==> src/rtl/pmi_pkg.sv <==
package pmi_pkg;
  localparam int unsigned REG_W  = 4;
  localparam int unsigned NUM_LVL = 4;
  localparam int unsigned CODE_W = $clog2(NUM_LVL);

  typedef struct packed {
    logic              mask;
    logic              idle_hi;
    logic [CODE_W-1:0] code;
  } pri_cfg_t;

  localparam pri_cfg_t PRI_RST = '{mask: 1'b1, idle_hi: 1'b1, code: '1};
endpackage

==> src/rtl/pmi_regs.sv <==
module pmi_regs
  import pmi_pkg::*;
#(
  parameter int unsigned NUM_PINS = REG_W
) (
  input  logic                clk_i,
  input  logic                rst_ni,
  input  logic                wr_en_i,
  input  logic                wr_aux_i,
  input  logic [REG_W-1:0]    wr_data_i,
  output pri_cfg_t            pri_o,
  output logic [NUM_PINS-1:0] en_o
);
  pri_cfg_t            pri_q;
  logic [NUM_PINS-1:0] en_q;

  always_ff @(posedge clk_i or negedge rst_ni) begin
    if (!rst_ni) begin
      pri_q <= PRI_RST;
      en_q  <= '0;
    end else if (wr_en_i) begin
      if (wr_aux_i) en_q  <= wr_data_i[NUM_PINS-1:0];
      else          pri_q <= pri_cfg_t'(wr_data_i);
    end
  end

  assign pri_o = pri_q;
  assign en_o  = en_q;
endmodule

==> src/rtl/pmi_detect.sv <==
module pmi_detect #(
  parameter int unsigned NUM_PINS = 4
) (
  input  logic                clk_i,
  input  logic                rst_ni,
  input  logic [NUM_PINS-1:0] pins_i,
  input  logic [NUM_PINS-1:0] en_i,
  input  logic                idle_hi_i,
  input  logic                wr_i,
  input  logic                ack_i,
  output logic                pending_o
);
  logic [NUM_PINS-1:0] away;
  logic                any_away, fire;
  logic                armed_q, pending_q;

  // idle high: a low pin has departed
  assign away     = (pins_i ^ {NUM_PINS{idle_hi_i}}) & en_i;
  assign any_away = |away;
  assign fire     = armed_q & any_away & ~wr_i;

  always_ff @(posedge clk_i or negedge rst_ni) begin
    if (!rst_ni)        armed_q <= 1'b0;
    else if (wr_i)      armed_q <= 1'b0;
    else if (!any_away) armed_q <= 1'b1;
    else if (fire)      armed_q <= 1'b0;
  end

  always_ff @(posedge clk_i or negedge rst_ni) begin
    if (!rst_ni)    pending_q <= 1'b0;
    else if (wr_i)  pending_q <= 1'b0;
    else if (fire)  pending_q <= 1'b1;
    else if (ack_i) pending_q <= 1'b0;
  end

  assign pending_o = pending_q;

  a_r7_wr_flush: assert property (@(posedge clk_i) disable iff (!rst_ni)
    wr_i |=> !pending_q);
  a_r4_rearm: assert property (@(posedge clk_i) disable iff (!rst_ni)
    !armed_q |=> !$rose(pending_q));
  a_r1_disabled: assert property (@(posedge clk_i) disable iff (!rst_ni)
    (en_i == '0) |=> !$rose(pending_q));
  a_r9_ack_disarmed: assert property (@(posedge clk_i) disable iff (!rst_ni)
    (ack_i && !armed_q) |=> !pending_q);
endmodule

==> src/rtl/pmi_prio_dec.sv <==
module pmi_prio_dec
  import pmi_pkg::*;
(
  input  logic               clk_i,
  input  logic               rst_ni,
  input  logic               req_i,
  input  logic               mask_i,
  input  logic [CODE_W-1:0]  code_i,
  output logic [NUM_LVL-1:0] irq_o
);
  for (genvar g = 0; g < NUM_LVL; g++) begin : g_lvl
    assign irq_o[g] = req_i & ~mask_i & (code_i == CODE_W'(g));
  end

  a_r6_onehot: assert property (@(posedge clk_i) disable iff (!rst_ni)
    $onehot0(irq_o));
endmodule

==> src/rtl/pin_monitor_irq.sv <==
module pin_monitor_irq
  import pmi_pkg::*;
(
  input  logic               clk_i,
  input  logic               rst_ni,
  input  logic [REG_W-1:0]   pins_i,
  input  logic               wr_en_i,
  input  logic               wr_aux_i,
  input  logic [REG_W-1:0]   wr_data_i,
  input  logic               ack_i,
  output logic [NUM_LVL-1:0] irq_o
);
  pri_cfg_t         pri;
  logic [REG_W-1:0] en;
  logic             pending;

  pmi_regs #(.NUM_PINS(REG_W)) u_regs (
    .clk_i, .rst_ni, .wr_en_i, .wr_aux_i, .wr_data_i,
    .pri_o(pri), .en_o(en)
  );

  pmi_detect #(.NUM_PINS(REG_W)) u_detect (
    .clk_i, .rst_ni, .pins_i, .en_i(en), .idle_hi_i(pri.idle_hi),
    .wr_i(wr_en_i), .ack_i, .pending_o(pending)
  );

  pmi_prio_dec u_dec (
    .clk_i, .rst_ni, .req_i(pending), .mask_i(pri.mask),
    .code_i(pri.code), .irq_o
  );

  a_r5_mask: assert property (@(posedge clk_i) disable iff (!rst_ni)
    pri.mask |-> (irq_o == '0));
  a_r8_reset_quiet: assert property (@(posedge clk_i)
    !rst_ni |-> (irq_o == '0));
endmodule

==> config.mk <==
export PLATFORM = sky130hd
export DESIGN_NAME = pin_monitor_irq
export DESIGN_NICKNAME = d
export VERILOG_FILES = /design/src/rtl/pmi_pkg.sv /design/src/rtl/pmi_regs.sv /design/src/rtl/pmi_detect.sv /design/src/rtl/pmi_prio_dec.sv /design/src/rtl/pin_monitor_irq.sv
export SDC_FILE = /design/constraint.sdc
export NUM_CORES = 1
export LEC_CHECK = 0
export ABC_AREA = 1
export BUFFER_PORTS_ARGS = -buffer_cell sky130_fd_sc_hd__buf_4
export CAP_MARGIN = 20
export CELL_PAD_IN_SITES_DETAIL_PLACEMENT = 1
export CELL_PAD_IN_SITES_GLOBAL_PLACEMENT = 2
export CORE_ASPECT_RATIO = 1.5
export CORE_UTILIZATION = 26
export DETAILED_ROUTE_END_ITERATION = 8
export PLACE_DENSITY = 0.81
export SYNTH_ARGS = -nofsm -noshare
export SYNTH_HDL_FRONTEND = slang
export SYNTH_SLANG_ARGS = --single-unit
==> constraint.sdc <==
create_clock -name clk_i -period 1.57 [get_ports clk_i]
set_clock_uncertainty 0.05 [all_clocks]
set_input_delay 0.0785 -clock clk_i [delete_from_list [all_inputs] [get_ports clk_i]]
set_output_delay 0.0785 -clock clk_i [all_outputs]
set_load 0.03 [all_outputs]
Word-level counts from Yosys, hierarchy flattened
Index checks and enable logic that the tools add are counted.

storage, ports and cells
  flip-flop bits (word level) = 10
  output and inout bits = 4
  word-level logic and storage cells = 33

cells by class
  reduce and logical (&&, ||, !) cells = 5
  equality and inequality tests = 4
  bitwise logic cells = 12
  muxes and demuxes = 6

operator list
  cell                number
  $and 1x1->1         7
  $mux 1              6
  $and 4x4->4         1
  $eq 2x2->1 const B  2
  $reduce_and 2->1    2
  $reduce_or 4->1     1
  $xor 4x4->4         1
  $ne 3x3->1 const B  1
  $not 1->1           3
  $reduce_bool 3->1   1
  $eq 2x1->1 const B  1
  $logic_not 2->1     1

Logic depth before layout (Yosys ltp)
Gate-level depths: netlist of the first run.

  word-level depth = 8
  depth in mapped cells = 9
  gate-level depth less buffers = 8

Modules after synthesis
From an unflattened synthesis of the first run, not the netlist that was laid out.

second synthesis, totals
  cells, all modules = 79
  area total of the unflattened synthesis = 564.3 µm²

by module, submodules not included
  module        area each (µm²)  cells an instance  times used  seq. area each (µm²)
  pmi_regs      337.8            36                 1           205.2
  pmi_detect    178.9            31                 1           50.0
  pmi_prio_dec  47.5             12                 1           0.0

Least setup slack after synthesis of the first run
No wires, ideal clock.

  path type = register to output
  from = reg u_regs.pri_q, in the netlist u_regs.pri_o[0]
  to = out irq_o[1]
  buffers on the path = 0
  arrival = 1.278 ns
  setup slack = 0.164 ns
  cell stages (with the launch flop) = 3
  cells stage by stage = dfstp_2 inv_1 nor3_1

between the ends
  longest elaborated chain between the ends = 2

RTL lines
  element                   line                   RTL
  start: declaration        pmi_regs.sv:14         pri_cfg_t pri_q;
  start signal: assignment  pmi_regs.sv:23         else pri_q <= pri_cfg_t'(wr_data_i);
  $eq 2x1->1                pmi_prio_dec.sv:12     assign irq_o[g] = req_i & ~mask_i & (code_i == CODE_W'(g));
  $and 1x1->1               pmi_prio_dec.sv:12
  end: declaration          pin_monitor_irq.sv:11  output logic [NUM_LVL-1:0] irq_o

No other way between the ends.

Worst setup path in the final report of the first run
  from = reg u_regs.pri_q, in the netlist u_regs.pri_o[1]
  to = out irq_o[2]

between the ends
  longest elaborated chain between the ends = 2

RTL lines
  element      line
  $eq 2x2->1   pmi_prio_dec.sv:12
  $and 1x1->1  pmi_prio_dec.sv:12

No other way between the ends.

==> run summary, run 1 <==
The flow ran to the end, and the final reports show no timing, DRC or antenna violations. The number of H-tree branching levels came out at 1. Number of gates resized after cts: 0. Startpoint of the lowest-slack register-to-register path: u_regs.pri_o[2]$_DFFE_PN1P_. Fill cells in the final layout number 244. The number of antenna diodes is 0, and the total congestion overflow is 0. After layout, the minimum clock period comes to 1422 ps. The worst setup path is captured at an output port. Together, buffers and inverters on the worst path number 2.

The number of optimization iterations in the first detailed-route pass was 1. The final net count came out at 107. The number of buffers added by the clock tree synthesis step came out at 3.

After detailed routing, the total wire length is 1164 µm. The first global-routing pass estimated 2001 µm of wire. The run gives 499 as the via count of the first global-routing pass. The number of port buffers is 16. Walking the worst path, the cells encountered are inv_1, nor3_1, buf_4.

Post-synthesis sequential area ratio: 0.4778. CTS placed an instance of sky130_fd_sc_hd__clkbuf_4 at the clock tree root. The congestion estimate from routability-driven global placement came to 0.6673. The overall track demand over capacity in global routing is 0.1338. TritonCTS built the clock tree. Number of setup violations in the final report: 0. Across all layers, the routed design uses 509 vias. Entering global routing, the biggest net connects 11 pins. IR analysis of the VDD net gives a maximum drop of 511.0 µV.

The clock drives 10 sinks. The highest clock frequency the design can meet came out at 703.3 MHz. In this run, the number of DRC markers left after iteration 0 of detailed routing was 0.

The slowest library cell on the worst path is sky130_fd_sc_hd__dfstp_2. For the number of hold violations in the final report, the log shows 0. From synthesis to final layout, the design area changed by 42.62%. The logs give 2 for the maximum count of clock buffers along a single path and 0 for the final-report max-slew violation count.

Clock-pin slew was measured on the worst setup and hold paths at 60 ps. In the post-route analysis, the smallest setup slack over all paths is 148.2 ps. For this run, the slowest stage of the critical path takes 560 ps. After technology mapping, the gate count stands at 68. The most frequent standard cell in the layout excluding fill and tap cells is sky130_fd_sc_hd__nand2_1.

The startpoint identified for the worst hold timing path is ack_i. The power density of the placed cells is 913.5 nW/µm². Setup repair after global routing left no endpoint under its margin.

The worst setup slack before clock tree synthesis came out at 339.7 ps. In the layout the commonest cells are 19 x sky130_fd_sc_hd__nand2_1, 17 x sky130_fd_sc_hd__buf_4, 10 x sky130_fd_sc_hd__inv_1. Initial antenna violation count: 0. The residual DRC count was 0. The synthesized design contains 10 register bits. The worst setup path is launched from a flip-flop.

In this run the static leakage power is 0.3910 nW. Summed over all failing endpoints, the final setup total negative slack is 0 ps. Insertion delay to the later sink of the worst-skew pair: 270 ps.

Tracing the worst setup path back leads to its startpoint at u_regs.pri_o[1]$_DFFE_PN1P_. The core region area is 1878 µm². The final worst-path cycle share is 0.9056. The overall die width is 39.01 µm. The post-synth net total was 81.

The routed via count divided by cell count was 4.465. The critical path class was reg -> out. The tools report the placed wire-length estimate as 910.7 µm. The tools report the count of hold-fix buffers inserted at cts as 6. The floorplan step defined a die boundary enclosing 2244 µm². For the worst setup path, the data required time is 1440 ps. The Yosys step of the flow raised 0 warnings. The number of maximum-capacitance constraint violations was 0; the average wire per cell in the routed design was 10.21 µm. For the count of standard-cell rows, the log shows 19.

For the pin with the worst max-slew slack, the measured transition is 239.4 ps. In this run, distinct cell masters in the synthesized netlist total 14. Cell family contributing the most delay on the critical path: flip-flops.

Along the worst path, the maximum fanout reaches 4. The share of cells above drive strength 1 is 0.3548. The mean post-synth cell area was 7.857 µm²; the number of setup buffers added after CTS was 0.

Measured along the y axis, the die boundary spans 57.52 µm. Pin placement for this block handled 17 I/O pins. The worst hold path belongs to the class in -> reg. The starting density of the core was 0.2845. The tools report the netlist area before placement as 534.3 µm². The count of nets left with antenna violations once routing finished came out at 0. The critical path data arrival time was 1290 ps; the worst slew slack as a fraction of its limit was 0.8400.
-- where the power goes --
group	leakage, nW	internal, mW	total, mW	switching (mW)
sequential	0.118	0.300	0.324	0.0239
clock	0.0210	0.141	0.232	0.0908
combinational	0.252	0.0682	0.141	0.0724
total	0.391	0.509	0.696	0.187
-- synthesized netlist by cell type --
cell                      count  area share
sky130_fd_sc_hd__nor2_1       6       0.042
sky130_fd_sc_hd__dfrtp_1      6        0.28
sky130_fd_sc_hd__buf_6        2       0.042
sky130_fd_sc_hd__inv_1       10       0.070
sky130_fd_sc_hd__dfstp_2      4        0.20
sky130_fd_sc_hd__or2_1        1       0.012
sky130_fd_sc_hd__nand3_1      3       0.028
sky130_fd_sc_hd__nand2_1     19        0.13
sky130_fd_sc_hd__o21ai_0      4       0.037
sky130_fd_sc_hd__or2_2        1       0.012
sky130_fd_sc_hd__or2_0        1       0.012
sky130_fd_sc_hd__nor3_1       4       0.037
sky130_fd_sc_hd__inv_2        2       0.014
sky130_fd_sc_hd__o21ai_2      5       0.082
-- cells by family (layout without fill, tap and decap cells) --
| logic type | after synthesis | count (layout) | synth area share |
|---|---|---|---|
| AOI/OAI and AO/OA | 9 | 9 | 0.1194 |
| buffers and inverters | 14 | 39 | 0.1265 |
| DFF | 10 | 10 | 0.4777 |
| and+or+nand+nor | 35 | 35 | 0.2764 |
-- state kept, by name, summed over array words and instances, names as in the netlist --
register / cells
u_regs.en_o: 4
u_regs.pri_o: 4
u_detect.pending_o: 1
u_detect.armed_q: 1
-- per-stage QoR --
stage / power, mW / instance area [µm²] / hold WS [ps] / cells / utilization
2_1_floorplan: 0.4121 / 534.3 / -267.1 / 68 / -
3_3_place_gp: 0.4555 / 665.6 / -137.2 / 104 / 0.3544
3_5_place_dp: 0.4592 / 665.6 / -138.5 / 104 / 0.3544
4_1_cts: 0.7086 / 762.0 / 8.212 / 114 / 0.4057
5_1_grt: 0.7400 / 762.0 / 21.88 / 114 / 0.4057
6_report: 0.6960 / 762.0 / 11.88 / 114 / 0.4057
-- worst min-delay path, cell delays in order --
cell and delay, ps:
sky130_fd_sc_hd__buf_4 70, sky130_fd_sc_hd__or2_2 100, sky130_fd_sc_hd__o21ai_2 50
-- worst paths after layout --
path / end / slack (ps) / cells past startpoint
min in group asynchronous: u_detect.armed_q$_DFFE_PN0P_ / 110 / 2
setup / recovery: irq_o[2] / 150 / 3
max in group asynchronous: u_regs.pri_o[2]$_DFFE_PN1P_ / 1140 / 2
hold / removal: u_detect.pending_o$_DFFE_PN0P_ / 10 / 3
setup reg to reg: u_detect.pending_o$_DFFE_PN0P_ / 330 / 7
hold reg to reg: u_regs.pri_o[3]$_DFFE_PN1P_ / 430 / 2
-- layer usage --
metal | wire [µm] | global-route usage
met3 | 37 | 0.02335
met2 | 616 | 0.2286
met5 | 0 | 0
met4 | 40 | 0.1034
met1 | 469 | 0.1328
-- layout make-up --
type / instances / area (µm²) / share of cell area
Inverter: 12 / 45.04 / 0.05911
Timing Repair Buffer: 23 / 187.7 / 0.2463
Clock buffer: 4 / 36.28 / 0.04762
Sequential cell: 10 / 255.2 / 0.3350
Multi-Input combinational cell: 44 / 211.5 / 0.2775
Tap cell: 21 / 26.28 / 0.03448
Note: power is estimated with default switching activity, not from simulation.
==> run 2: changes to the inputs <==
==> constraint.sdc (replaced) <==
create_clock -name clk_i -period 1.57 [get_ports clk_i]
set_clock_uncertainty 0.05 [all_clocks]
set_input_delay 0.157 -clock clk_i [delete_from_list [all_inputs] [get_ports clk_i]]
set_output_delay 0.157 -clock clk_i [all_outputs]
set_load 0.03 [all_outputs]
==> run summary, run 2 (synthesis gave the netlist of run 1 again) <==
Excluding fillers, the count of instances in the completed layout stands at 109. After clock tree synthesis, the clock-pin slew on the worst setup and hold paths is 60 ps. Timing would allow up to 678.2 MHz. After layout, the worst setup slack is 95.58 ps. By startpoint and endpoint, the worst setup path is classified as reg -> out. The critical path goes through inv_1, or2_1, nor3_1, buf_4. At the end of the flow, the number of nets in the layout was 102.

In this run the vertical extent of the chip is 57.52 µm. The number of antenna diodes is 0, and the via count of the first global-routing pass is 478. The number of buffers and inverters on the critical path is 2. For this design the static power due to leakage is 0.3713 nW. The measured slew at the worst slew-check pin is 243.2 ps. The logs give 3 for the number of optimization iterations in the first detailed-route pass and 494 for the total vias in the final route.

After layout, the minimum clock period comes to 1474 ps. Summed negative setup slack over all endpoints: 0 ps. The routed design has 1097 µm of wire. The first global-routing pass estimated 1911 µm of wire.

The core region is 1878 µm². The tightest min-delay check is of the in -> reg type. At the end of routability-driven placement, the weighted congestion stood at 0.6700. For the worst setup path, the data arrival time is 1270 ps.

The first routing iteration left 4 violations. The overall track demand over capacity in global routing was 0.1264. TritonCTS built the clock tree. Along the worst path, the maximum fanout reaches 4. The worst register-to-register path ends at u_detect.pending_o$_DFFE_PN0P_. For the total congestion overflow, the log shows 0. Start point of the worst hold path: wr_en_i. The worst hold path depth came out at 2.

Grouping stages by cell kind, the critical path spends the most delay in simple AND/OR/NAND/NOR gates. The initial antenna violation count was 0; the worst slew slack as a fraction of its limit was 0.8375. The worst setup slack before clock tree synthesis was 350.2 ps. The flow ran to the end, and the final reports show no timing, DRC or antenna violations.

The required time reported for the critical path endpoint was 1360 ps. The maximum count of clock buffers along a single path is 2, and the count of fill cells added during filler insertion is 243. The library cell used most frequently in the layout, excluding fill and tap cells, is sky130_fd_sc_hd__nand2_1. Slowest library cell on the worst path: sky130_fd_sc_hd__dfrtp_1.

IR analysis of the VDD net gives a maximum drop of 441.3 µV. Endpoint with the worst hold slack: u_detect.armed_q$_DFFE_PN0P_. Detailed placement finished with a half-perimeter wire length of 892.2 µm.

The logs give 0 for the final-report max-slew violation count and 19 for the count of standard-cell rows. Measured in cells, the most critical reg-to-reg path has a length of 7. The top cell types in the final layout, fill and taps aside, are 19 x sky130_fd_sc_hd__nand2_1, 17 x sky130_fd_sc_hd__buf_4, 10 x sky130_fd_sc_hd__inv_1.

The worst setup path is captured at an output port. The minimum setup slack among reg-to-reg paths came out at 350 ps. The tools report the number of setup violations in the final report as 0. Max-cap violations in this run came to 0.

The routed via count divided by cell count works out to 4.532. The final worst-path cycle share was 0.9391; the share of cells above drive strength 1 was 0.3864. The root buffer cell chosen for the clock tree is sky130_fd_sc_hd__clkbuf_4. The relative area change from synthesis to final layout is 34.19%, and the residual DRC count is 0. Entering global routing, the biggest net connects 11 pins.

The starting density of the core came out at 0.2845. Clock latency on the worst-skew pair, taken at its later pin, is 270 ps. The number of H-tree branching levels is 1, and the count of placed standard cells including taps is 104. The number of port buffers was 16. Setup repair after global routing left no endpoint under its margin.

In this run the count of I/O pins placed on the die edge is 17. In the final routed layout, each cell accounts on average for 10.06 µm. In this run the post-CTS setup repair buffer count came out at 0. The total power after layout came out at 685.5 µW. The startpoint identified for the worst register-to-register timing path is u_regs.pri_o[2]$_DFFE_PN1P_. STA classifies the critical path startpoint as a flip-flop. For this run, the slowest stage of the critical path takes 330 ps.

The number of hold violations in the final report was 0. The count of nets left with antenna violations once routing finished came out at 0. The die is 39.01 µm wide. Dividing total power by cell area gives a power density of 956.1 nW/µm².

The die covers 2244 µm². The run gives 3 as the number of buffers added by the clock tree synthesis step. CTS saw 10 sinks. On the final layout, the worst hold slack is 21.80 ps.
## run 2: changes by cell type in the layout (fill, tap and decap cells not counted)
cell                            previous run  this run
sky130_fd_sc_hd__dlygate4sd3_1             6         1
sky130_fd_sc_hd__nor3_1                    4         3
sky130_fd_sc_hd__nor3_2                    0         1
## run 2: worst register-to-register path: stages, from the launching register on
cell and delay, ps:
sky130_fd_sc_hd__dfstp_2 600, sky130_fd_sc_hd__nand2_1 70, sky130_fd_sc_hd__nand2_1 60, sky130_fd_sc_hd__nor2_1 40, sky130_fd_sc_hd__nor2_1 90, sky130_fd_sc_hd__nand2_1 70, sky130_fd_sc_hd__nand3_1 80, sky130_fd_sc_hd__o21ai_2 60
## run 2: repair_timing
action,CTS,global route
hold buffers,1,0
resized for setup,0,1
setup endpoints to repair,0,1
hold endpoints to repair,10,0
## run 2: layer usage
metal,part of all wire,wire length (µm),track usage
met3,0.036,40,0.02335
met2,0.54,588,0.2024
met1,0.40,435,0.1360
met4,0.030,33,0.1034
met5,0,0,0
## run 2: power breakdown
group | switching (mW) | internal (mW)
clock network | 0.0904 | 0.141
logic | 0.0704 | 0.0603
registers | 0.0239 | 0.300
total | 0.185 | 0.501
## run 2: layout make-up
class                      instances  area [µm²]  share of cell area
inverter                          12       45.04             0.06283
tap                               21       26.28             0.03665
multi-input combinational         44       216.5              0.3019
timing repair buffer              18       137.6              0.1920
clock buffer                       4       36.28             0.05061
sequential                        10       255.2              0.3560
## run 2: how the worst max path moves through the flow
| stage | slack [ps] | to | from | depth (start not counted) |
|---|---|---|---|---|
| after floorplan | 90 | irq_o[1] | u_regs.pri_o[0]$_DFFE_PN1P_ | 2 |
| after global placement | 370 | u_detect.pending_o$_DFFE_PN0P_ | u_regs.pri_o[2]$_DFFE_PN1P_ | 7 |
| after detailed placement | 350 | u_detect.pending_o$_DFFE_PN0P_ | u_regs.pri_o[2]$_DFFE_PN1P_ | 7 |
| after CTS | 50 | irq_o[1] | u_detect.pending_o$_DFFE_PN0P_ | 4 |
| after global routing | 1 | irq_o[3] | u_detect.pending_o$_DFFE_PN0P_ | 4 |
| final | 100 | irq_o[2] | u_detect.pending_o$_DFFE_PN0P_ | 4 |
## run 2: through the flow
| stage | instance area [µm²] | util |
|---|---|---|
| final | 716.9 | 0.3817 |
| after global routing | 716.9 | 0.3817 |
| after CTS | 711.9 | 0.3791 |
| after detailed placement | 665.6 | 0.3544 |
| after global placement | 665.6 | 0.3544 |
| after floorplan | 534.3 | - |
